$ cat src/rtl/pq_parity_pkg.sv
package pq_parity_pkg;
  localparam int GF_W = 8;

  // Per-beat strobes from the sequencer to the lane datapath
  typedef struct packed {
    logic            take;       // beat consumed this cycle
    logic            firstBeat;  // source index zero
    logic            lastBeat;   // final source of the position
    logic            pKeep;      // beat contributes to P
    logic [GF_W-1:0] qCoef;      // Q weight of this beat
    logic [GF_W-1:0] poly;       // latched reduction byte
  } pqStrobe_t;
endpackage

$ cat src/rtl/pq_gf_mul.sv
module pq_gf_mul #(
  parameter int W = 8
) (
  input  logic [W-1:0] a,
  input  logic [W-1:0] b,
  input  logic [W-1:0] poly,
  output logic [W-1:0] prod
);
  logic [W-1:0] shiftA;
  logic [W-1:0] accum;

  // shift-and-add, reducing the running multiplicand each step
  always_comb begin
    accum  = '0;
    shiftA = a;
    for (int i = 0; i < W; i++) begin
      if (b[i]) accum = accum ^ shiftA;
      shiftA = shiftA[W-1] ? ({shiftA[W-2:0], 1'b0} ^ poly) : {shiftA[W-2:0], 1'b0};
    end
    prod = accum;
  end
endmodule

$ cat src/rtl/pq_seq_ctrl.sv
module pq_seq_ctrl
  import pq_parity_pkg::*;
#(
  parameter int MAX_SRC = 16
) (
  input  logic                     clk,
  input  logic                     rstN,
  input  logic                     start,
  input  logic [$clog2(MAX_SRC)-1:0] srcCntM1,
  input  logic                     dualMode,
  input  logic                     contMode,
  input  logic [GF_W-1:0]          polyCfg,
  input  logic [MAX_SRC*GF_W-1:0]  coefIn,
  input  logic                     inValid,
  output pqStrobe_t                stb
);
  localparam int CNT_W = $clog2(MAX_SRC);
  localparam int IDX_W = $clog2(MAX_SRC + 3);

  logic                    armed;
  logic [CNT_W-1:0]        cntM1Q;
  logic                    dualQ;
  logic                    contQ;
  logic [GF_W-1:0]         polyQ;
  logic [MAX_SRC*GF_W-1:0] coefQ;
  logic [IDX_W-1:0]        srcIdx;

  logic [GF_W-1:0] coefArr [MAX_SRC];
  logic [IDX_W-1:0] nData, extraCnt, lastIdx, extraIdx;
  logic [GF_W-1:0] extraCoef;
  logic take;

  for (genvar g = 0; g < MAX_SRC; g++) begin : g_coef
    assign coefArr[g] = coefQ[g*GF_W +: GF_W];
  end

  always_comb begin
    nData     = IDX_W'(cntM1Q) + IDX_W'(1);
    extraCnt  = contQ ? (dualQ ? IDX_W'(3) : IDX_W'(1)) : '0;
    lastIdx   = nData + extraCnt - IDX_W'(1);
    extraIdx  = srcIdx - nData;
    extraCoef = dualQ ? ((extraIdx == IDX_W'(2)) ? GF_W'(1) : '0) : GF_W'(1);
    take      = armed && inValid && !start;

    stb.take      = take;
    stb.firstBeat = (srcIdx == '0);
    stb.lastBeat  = (srcIdx == lastIdx);
    stb.pKeep     = !((cntM1Q == '0) && (srcIdx == '0));
    stb.qCoef     = (srcIdx < nData) ? coefArr[srcIdx[CNT_W-1:0]] : extraCoef;
    stb.poly      = polyQ;
  end

  always_ff @(posedge clk or negedge rstN) begin
    if (!rstN) begin
      armed  <= 1'b0;
      cntM1Q <= '0;
      dualQ  <= 1'b0;
      contQ  <= 1'b0;
      polyQ  <= '0;
      coefQ  <= '0;
      srcIdx <= '0;
    end else if (start) begin
      armed  <= 1'b1;
      cntM1Q <= srcCntM1;
      dualQ  <= dualMode;
      contQ  <= contMode;
      polyQ  <= polyCfg;
      coefQ  <= coefIn;
      srcIdx <= '0;
    end else if (take) begin
      srcIdx <= (srcIdx == lastIdx) ? '0 : srcIdx + IDX_W'(1);
    end
  end

  AST_IDX_IN_RANGE: assert property (@(posedge clk) disable iff (!rstN)
    armed |-> srcIdx <= lastIdx);

  AST_STALL_HOLDS_IDX: assert property (@(posedge clk) disable iff (!rstN)
    (!inValid && !start) |=> $stable(srcIdx));
endmodule

$ cat src/rtl/pq_lane_datapath.sv
module pq_lane_datapath
  import pq_parity_pkg::*;
#(
  parameter int LANES = 4
) (
  input  logic                   clk,
  input  logic                   rstN,
  input  pqStrobe_t              stb,
  input  logic [LANES*GF_W-1:0]  inData,
  output logic                   outValid,
  output logic [LANES*GF_W-1:0]  pOut,
  output logic [LANES*GF_W-1:0]  qOut
);
  localparam int DW = LANES * GF_W;

  logic [DW-1:0] accP, accQ, prodAll, nextP, nextQ;

  for (genvar l = 0; l < LANES; l++) begin : g_lane
    pq_gf_mul #(.W(GF_W)) u_mul (
      .a    (inData[l*GF_W +: GF_W]),
      .b    (stb.qCoef),
      .poly (stb.poly),
      .prod (prodAll[l*GF_W +: GF_W])
    );
  end

  always_comb begin
    nextP = (stb.firstBeat ? '0 : accP) ^ (stb.pKeep ? inData : '0);
    nextQ = (stb.firstBeat ? '0 : accQ) ^ prodAll;
  end

  always_ff @(posedge clk or negedge rstN) begin
    if (!rstN) begin
      accP     <= '0;
      accQ     <= '0;
      outValid <= 1'b0;
      pOut     <= '0;
      qOut     <= '0;
    end else begin
      outValid <= stb.take && stb.lastBeat;
      if (stb.take) begin
        accP <= nextP;
        accQ <= nextQ;
        if (stb.lastBeat) begin
          pOut <= nextP;
          qOut <= nextQ;
        end
      end
    end
  end

  AST_LONE_SRC_P_ZERO: assert property (@(posedge clk) disable iff (!rstN)
    (stb.take && stb.firstBeat && stb.lastBeat && !stb.pKeep) |=> pOut == '0);

  AST_ZERO_WEIGHT_LONE: assert property (@(posedge clk) disable iff (!rstN)
    (stb.take && stb.firstBeat && stb.lastBeat && stb.qCoef == '0) |=> qOut == '0);
endmodule

$ cat src/rtl/pq_parity_engine.sv
module pq_parity_engine
  import pq_parity_pkg::*;
#(
  parameter int MAX_SRC = 16,
  parameter int LANES   = 4
) (
  input  logic                          clk,
  input  logic                          rstN,
  input  logic                          start,
  input  logic [$clog2(MAX_SRC)-1:0]    srcCntM1,
  input  logic                          dualMode,
  input  logic                          contMode,
  input  logic [7:0]                    polyCfg,
  input  logic [MAX_SRC*8-1:0]          coefIn,
  input  logic                          inValid,
  input  logic [LANES*8-1:0]            inData,
  output logic                          outValid,
  output logic [LANES*8-1:0]            pOut,
  output logic [LANES*8-1:0]            qOut
);
  pqStrobe_t stb;

  pq_seq_ctrl #(.MAX_SRC(MAX_SRC)) u_ctrl (
    .clk      (clk),
    .rstN     (rstN),
    .start    (start),
    .srcCntM1 (srcCntM1),
    .dualMode (dualMode),
    .contMode (contMode),
    .polyCfg  (polyCfg),
    .coefIn   (coefIn),
    .inValid  (inValid),
    .stb      (stb)
  );

  pq_lane_datapath #(.LANES(LANES)) u_dp (
    .clk      (clk),
    .rstN     (rstN),
    .stb      (stb),
    .inData   (inData),
    .outValid (outValid),
    .pOut     (pOut),
    .qOut     (qOut)
  );

  AST_OUT_NEEDS_BEAT: assert property (@(posedge clk) disable iff (!rstN)
    outValid |-> $past(inValid && !start));

  AST_START_QUIET: assert property (@(posedge clk) disable iff (!rstN)
    start |=> !outValid);
endmodule

$ cat config.mk
export PLATFORM = sky130hd
export DESIGN_NAME = pq_parity_engine
export DESIGN_NICKNAME = d
export VERILOG_FILES = /design/src/rtl/pq_parity_pkg.sv /design/src/rtl/pq_gf_mul.sv /design/src/rtl/pq_seq_ctrl.sv /design/src/rtl/pq_lane_datapath.sv /design/src/rtl/pq_parity_engine.sv
export SDC_FILE = /design/constraint.sdc
export NUM_CORES = 1
export LEC_CHECK = 0
export BUFFER_PORTS_ARGS = -buffer_cell sky130_fd_sc_hd__buf_2
export CORE_ASPECT_RATIO = 1.1
export CORE_UTILIZATION = 60
export DETAILED_ROUTE_END_ITERATION = 12
export GPL_TIMING_DRIVEN = 0
export PLACE_DENSITY_LB_ADDON = 0.05
export SETUP_SLACK_MARGIN = 0.2
export SLEW_MARGIN = 10
export SYNTH_ARGS = -nofsm -noshare
export SYNTH_HDL_FRONTEND = slang
export SYNTH_SLANG_ARGS = --single-unit
$ cat constraint.sdc
create_clock -name clk -period 6 [get_ports clk]
set_input_delay 0.6 -clock clk [delete_from_list [all_inputs] [get_ports clk]]
set_output_delay 0.6 -clock clk [all_outputs]
set_load 0.05 [all_outputs]
=== After elaboration in Yosys (flattened, before gate mapping) ===
Index checks and enable logic that the tools add are counted.

* Register bits: 277
* Bits of input ports: 178
* Output and inout port bits: 65
* Word-level logic and storage cells: 163

* $add $sub $neg: 5
* Magnitude comparators: 2
* Eq/ne operators: 2
* Mux-type cells: 74
* Bitwise operators: 59
* Reductions and logical operators: 9

{| class="wikitable"
|+ Operators with widths
! kind !! number
|-
| 2-to-1 mux 8 bit || 64
|-
| XOR 8 bit || 56
|-
| 2-to-1 mux 32 bit || 3
|-
| XOR 32 bit || 2
|-
| binary-select mux 8 bit (select 4 bit) || 1
|-
| 2-to-1 mux 5 bit || 4
|-
| adder 4 x 1 -> 5 bit, second input constant || 1
|-
| adder 5 x 1 -> 5 bit, second input constant || 1
|-
| adder 5 bit || 1
|-
| == test 5 x 2 -> 1 bit, second input constant || 1
|-
| == test 5 bit || 1
|-
| >= comparator 5 bit, second input constant || 1
|-
| logical NOT 5 bit || 1
|-
| < comparator 5 bit || 1
|-
| inverter 4 -> 5 bit || 1
|-
| subtractor 5 x 1 -> 5 bit, second input constant || 1
|-
| subtractor 5 bit || 1
|-
| logical AND 1 bit || 4
|-
| logical NOT 4 bit || 1
|-
| 2-to-1 mux 2 bit || 1
|-
| AND reduction 2 bit || 1
|-
| nonzero test 2 bit || 1
|-
| logical NOT 1 bit || 1
|-
| 2-to-1 mux 1 bit || 1
|}

=== Depth between registers and ports, before layout ===
* Depth in word-level cells: 22
* Gate-level depth with buffers: 20
* Mapped depth without buffers: 15

=== Cells and area by module ===
A second synthesis with hierarchy kept.

* Cell total of the unflattened synthesis: 2754
* Area total of the unflattened synthesis: 24269.5 µm²

{| class="wikitable"
|+ Modules (own cells, without submodules)
! module !! instances !! cells each !! area an instance (µm²)
|-
| pq_gf_mul || 4 || 415 || 2688.8
|-
| pq_seq_ctrl || 1 || 469 || 7138.1
|-
| pq_lane_datapath || 1 || 625 || 6376.1
|}

=== Worst setup path after synthesis ===
No wires, ideal clock.

* Kind: register to register
* Start: reg u_ctrl.srcIdx[1]
* End: reg u_dp.accQ[29]
* Library setup time: 0.135 ns
* Arrival: 4.559 ns
* Path slack: 1.307 ns
* Cell stages (with the launch flop): 19
* Buffers on the path: 5
* Cells stage by stage: dfrtp_1 clkbuf_1 buf_1 buf_2 buf_2 xnor2_1 ha_1 or4_1 a21o_1 a221o_1 a31oi_2 clkbuf_1 nand2_1 xnor2_1 xnor3_1 xnor2_1 xnor2_1 xor2_1 o21ai_0

* Word-level cells in the longest chain between the ends: 21
* Elaborated cells between the ends (all ways): 28
* Classes of those cells: 1 x add/sub; 1 x order compare; 1 x eq/ne; 15 x mux; 9 x bitwise; 1 x reduce/logical

{| class="wikitable"
|+ RTL lines
! what !! RTL line !! RTL
|-
| start, declared || pq_seq_ctrl.sv:26 || <nowiki>logic [IDX_W-1:0] srcIdx;</nowiki>
|-
| start signal, assigned || pq_seq_ctrl.sv:71 || <nowiki>srcIdx <= (srcIdx == lastIdx) ? '0 : srcIdx + IDX_W'(1);</nowiki>
|-
| subtractor 5 bit or inverter 4 -> 5 bit (tied branches) || pq_seq_ctrl.sv:41, pq_seq_ctrl.sv:49 ||
|-
| == test 5 x 2 -> 1 bit or binary-select mux 8 bit (select 4 bit) (tied branches) || pq_seq_ctrl.sv:42, pq_seq_ctrl.sv:49 ||
|-
| 2-to-1 mux 1 bit or 2-to-1 mux 8 bit (tied branches) || pq_seq_ctrl.sv:42, pq_seq_ctrl.sv:49 ||
|-
| 2-to-1 mux 8 bit (on tied branches) || pq_seq_ctrl.sv:42, pq_seq_ctrl.sv:49 ||
|-
| 2-to-1 mux 8 bit || pq_seq_ctrl.sv:49 || <nowiki>stb.qCoef = (srcIdx < nData) ? coefArr[srcIdx[CNT_W-1:0]] : extraCoef;</nowiki>
|-
| 2-to-1 mux 8 bit || pq_gf_mul.sv:17 || <nowiki>if (b[i]) accum = accum ^ shiftA;</nowiki>
|-
| XOR 8 bit || pq_gf_mul.sv:17 ||
|-
| 2-to-1 mux 8 bit || pq_gf_mul.sv:17 ||
|-
| [... 5 more ...] || -- ||
|-
| 2-to-1 mux 8 bit || pq_gf_mul.sv:17 ||
|-
| XOR 8 bit || pq_gf_mul.sv:17 ||
|-
| 2-to-1 mux 8 bit || pq_gf_mul.sv:17 ||
|-
| XOR 8 bit || pq_gf_mul.sv:17 ||
|-
| 2-to-1 mux 8 bit || pq_gf_mul.sv:17 ||
|-
| XOR 8 bit || pq_gf_mul.sv:17 ||
|-
| 2-to-1 mux 8 bit || pq_gf_mul.sv:17 ||
|-
| XOR 32 bit * || pq_lane_datapath.sv:29 || <nowiki>nextQ = (stb.firstBeat ? '0 : accQ) ^ prodAll;</nowiki>
|-
| end signal, assigned || pq_lane_datapath.sv:43 || <nowiki>accQ <= nextQ;</nowiki>
|-
| end, declared || pq_lane_datapath.sv:16 || <nowiki>logic [DW-1:0] accP, accQ, prodAll, nextP, nextQ;</nowiki>
|}

Every way passes the cells marked *; elsewhere a longest branch is shown, timed or not. The select of a mux whose other input is x is not followed.
A chain may end at the register's enable or synchronous reset.

=== Final worst setup path ===
* Start: reg u_ctrl.srcIdx[1]
* End: reg u_dp.accQ[7]

The elaborated chain is that of the path after synthesis.

==> qor.txt <==
Post-synth EDFFs: 0
Critical Path Start: u_ctrl.srcIdx[1]
clock root cell: clkbuf_16
Clock Sinks: 277
CP startpoint kind: flop
Most common cell on crit path: clkbuf_2
sequential fraction of the synthesis area: 30.4%
first-pass GRT wire length: 149,000 um
worst slew pin tran: 1.46 ns
Distinct cells, synth: 105
largest net degree at the start of global routing: 119
Residual DRC: 0
Slew Limit Fails: 0
nets@finish: 3,079
antenna-violating nets left: 0
top layer in use: met5
Die Ht: 207 um
Worst slew margin: 2.59%
R2R Setup Slk: 0.14 ns
Yosys warnings: 0
outcome: complete, no violations
Port Buffers: 223
number of max-cap violations: 0
Max stage delay cell, worst path: dfrtp_1
H-tree Lvls: 1
CP Max Fanout: 10
Hold Slack: 0.227 ns
cell row count: 74
vias in the first global route: 23.8k
final clock skew: 0.0213 ns
hold_sp: polyCfg[4]
CTS tree: done
Post-Syn Area: 22,800 um2
CP Capture Type: flop
Die ar.: 38,800 um2
Main synth FF type: dfrtp_1
Arr. time, crit path: 6.29 ns
Peak Freq: 0.171 GHz
share of cells above drive strength 1: 19.5%
grt total ovfl: 0
CP Class: flop to flop
drt total wl: 102,000 um
final setup vio count: 0
Slowest Stage Delay on Critical Path: 0.55 ns
critical-path cell list: clkbuf_2 -> clkbuf_4 -> buf_2 -> clkbuf_4 -> xnor2_1 -> ha_1 -> or4_1 -> a21o_1 -> a221o_1 -> a31oi_4 -> clkbuf_2 -> clkbuf_2 -> o21ai_0 -> a32oi_2 -> xnor2_1 -> xor2_1 -> o21ai_0
clock buffer depth: 3
Lkg Pwr: 0.0109 uW
commonest non-fill, non-tap cell in the layout: nand2_1
fin crit share: 97.7%
Syn Nets: 2,820
Initial Utilization: 61.2%
drt pass-1 iters: 9
Worst R2R Start: u_ctrl.srcIdx[1]
Pwr Total: 11,400 uW
most frequent cells in the layout: nand2_1, dfrtp_1, buf_2
clk_lat worst skew: 0.59 ns
PD cells: 442 nW/um2
RSZ-0062 raised after global routing: false
1st-iter DRT viols: 3,446
HPWL Detailed: 74,000 um
Post-Syn Instances: 2,631
required time of the critical path: 6.43 ns
Syn Area/Cell: 8.68 um2
routed len/inst: 29.9 um
placer congestion estimate: 1.18
initial antenna violation count: 2
CTS buffer count: 29
Final Hold Vio Count: 0
area grow syn2layout: 12.7%
Hold Crit Class: input pin to flop
Vias per Instance: 7.07
Final min period: 5.86 ns
CORE AREA: 37,300 um2
clk slew on worst S/H paths: 0.07 ns
final design utilization: 68.9%
met1 WL: 33,900 um
Worst VDD drop: 0.424 mV
Seq cells post-synth: 277
Met3 Wirelength: 12,500 um
wire length on met2: 44,700 um
Top Ports: 243
die width: 188 um
asr flop ratio synth: 100%
via count: 24.1k
GRT Util Overall: 52.0%
==> per-layer routing <==
layer	track usage [%]	up-vias
li1	-	9824
met1	59.0	11571
met2	81.2	2050
met3	13.7	626
met4	47.0	4
met5	1.12	-
==> final cells by class <==
class	count	area (um2)
Antenna cell	3	7.51
Buffer	211	898
Clock buffer	39	803
Clock inverter	12	196
Fill cell	2858	11600
Inverter	29	109
Multi-Input combinational cell	2114	15000
Sequential cell	277	6930
Tap cell	494	618
Timing Repair Buffer	228	1210
==> cells in the mapped netlist, types with 21 or more instances <==
master / instances / area [um2]
a21oi_1: 136 / 681
xnor3_1: 40 / 901
mux4_2: 33 / 743
o21ai_1: 23 / 115
o21ai_0: 226 / 1130
inv_1: 25 / 93.8
nand2_1: 425 / 1600
nand2b_1: 21 / 131
dfrtp_1: 277 / 6930
xor2_1: 78 / 683
and3_1: 23 / 144
xnor2_1: 235 / 2060
a211oi_1: 43 / 323
nand3_1: 68 / 340
nor3_1: 51 / 255
clkbuf_1: 161 / 604
o211ai_1: 21 / 158
mux2_2: 164 / 1850
nor2_1: 179 / 672
buf_2: 24 / 120
==> metrics by stage <==
| step | setup TNS, ns | instance area (um2) | instances | setup slack (ns) |
|---|---|---|---|---|
| floorplan | 0 | 22800 | 2631 | 1.31 |
| global placement | -150.18 | 24600 | 3348 | -0.930 |
| detailed placement | -39.21 | 24600 | 3350 | -0.977 |
| CTS | 0 | 25700 | 3404 | 0.283 |
| global route | 0 | 25700 | 3404 | 0.185 |
| finish | 0 | 25700 | 3407 | 0.136 |
==> registers in the layout, indices dropped and copies added (netlist names) <==
| name | count |
|---|---|
| u_ctrl.contQ | 1 |
| u_ctrl.cntM1Q | 4 |
| u_dp.outValid | 1 |
| u_ctrl.dualQ | 1 |
| u_ctrl.coefQ | 128 |
| u_ctrl.polyQ | 8 |
| u_dp.pOut | 32 |
| u_ctrl.armed | 1 |
| u_dp.qOut | 32 |
| u_dp.accQ | 32 |
| u_ctrl.srcIdx | 5 |
| u_dp.accP | 32 |
==> what timing repair did <==
item,in CTS,in global routing
hold buffers,1,0
pin swaps,1,0
setup buffers,2,0
setup endpoints to repair,94,70
cloned,0,0
gates resized for setup,16,13
endpoints found under the hold margin,55,0
==> where the power goes <==
part	internal (uW)	switching, uW
clock network	1150	797
registers	2350	346
logic	2530	4210
==> path summary, 6_finish.rpt <==
| kind | end | depth (start not counted) |
|---|---|---|
| worst max-delay path | u_dp.accQ[7] | 17 |
| worst min-delay path | u_ctrl.polyQ[4] | 3 |
| worst max register to register | u_dp.accQ[7] | 17 |
| worst min register to register | u_dp.qOut[16] | 2 |
| max in group asynchronous | u_dp.accQ[16] | 4 |
| min in group asynchronous | u_dp.accP[11] | 2 |
==> cells by family (layout without fill, tap and decap cells) <==
group                    count (synthesis)  after routing  synth area share [%]
AND/OR/NAND/NOR                        884            884                  17.4
AO/OA/AOI/OAI                          636            636                  18.0
XOR/XNOR                               366            366                  17.1
flip-flops                             277            277                  30.4
buffers and inverters                  240            519                  4.29
multiplexers                           217            217                  12.2
adder cells (fa/ha/maj)                 11             11                 0.603
other                                    0              3                     0
==> worst max-delay path: cells and delay by family (launching register included) <==
kind | cells | cell delay (ns)
buf+inv | 6 | 2.22
flops | 1 | 0.55
simple gates | 1 | 0.53
compound gates | 6 | 1.57
fa+ha+maj | 1 | 0.23
xor+xnor | 3 | 0.58
Power figures use the tool's default switching activity.
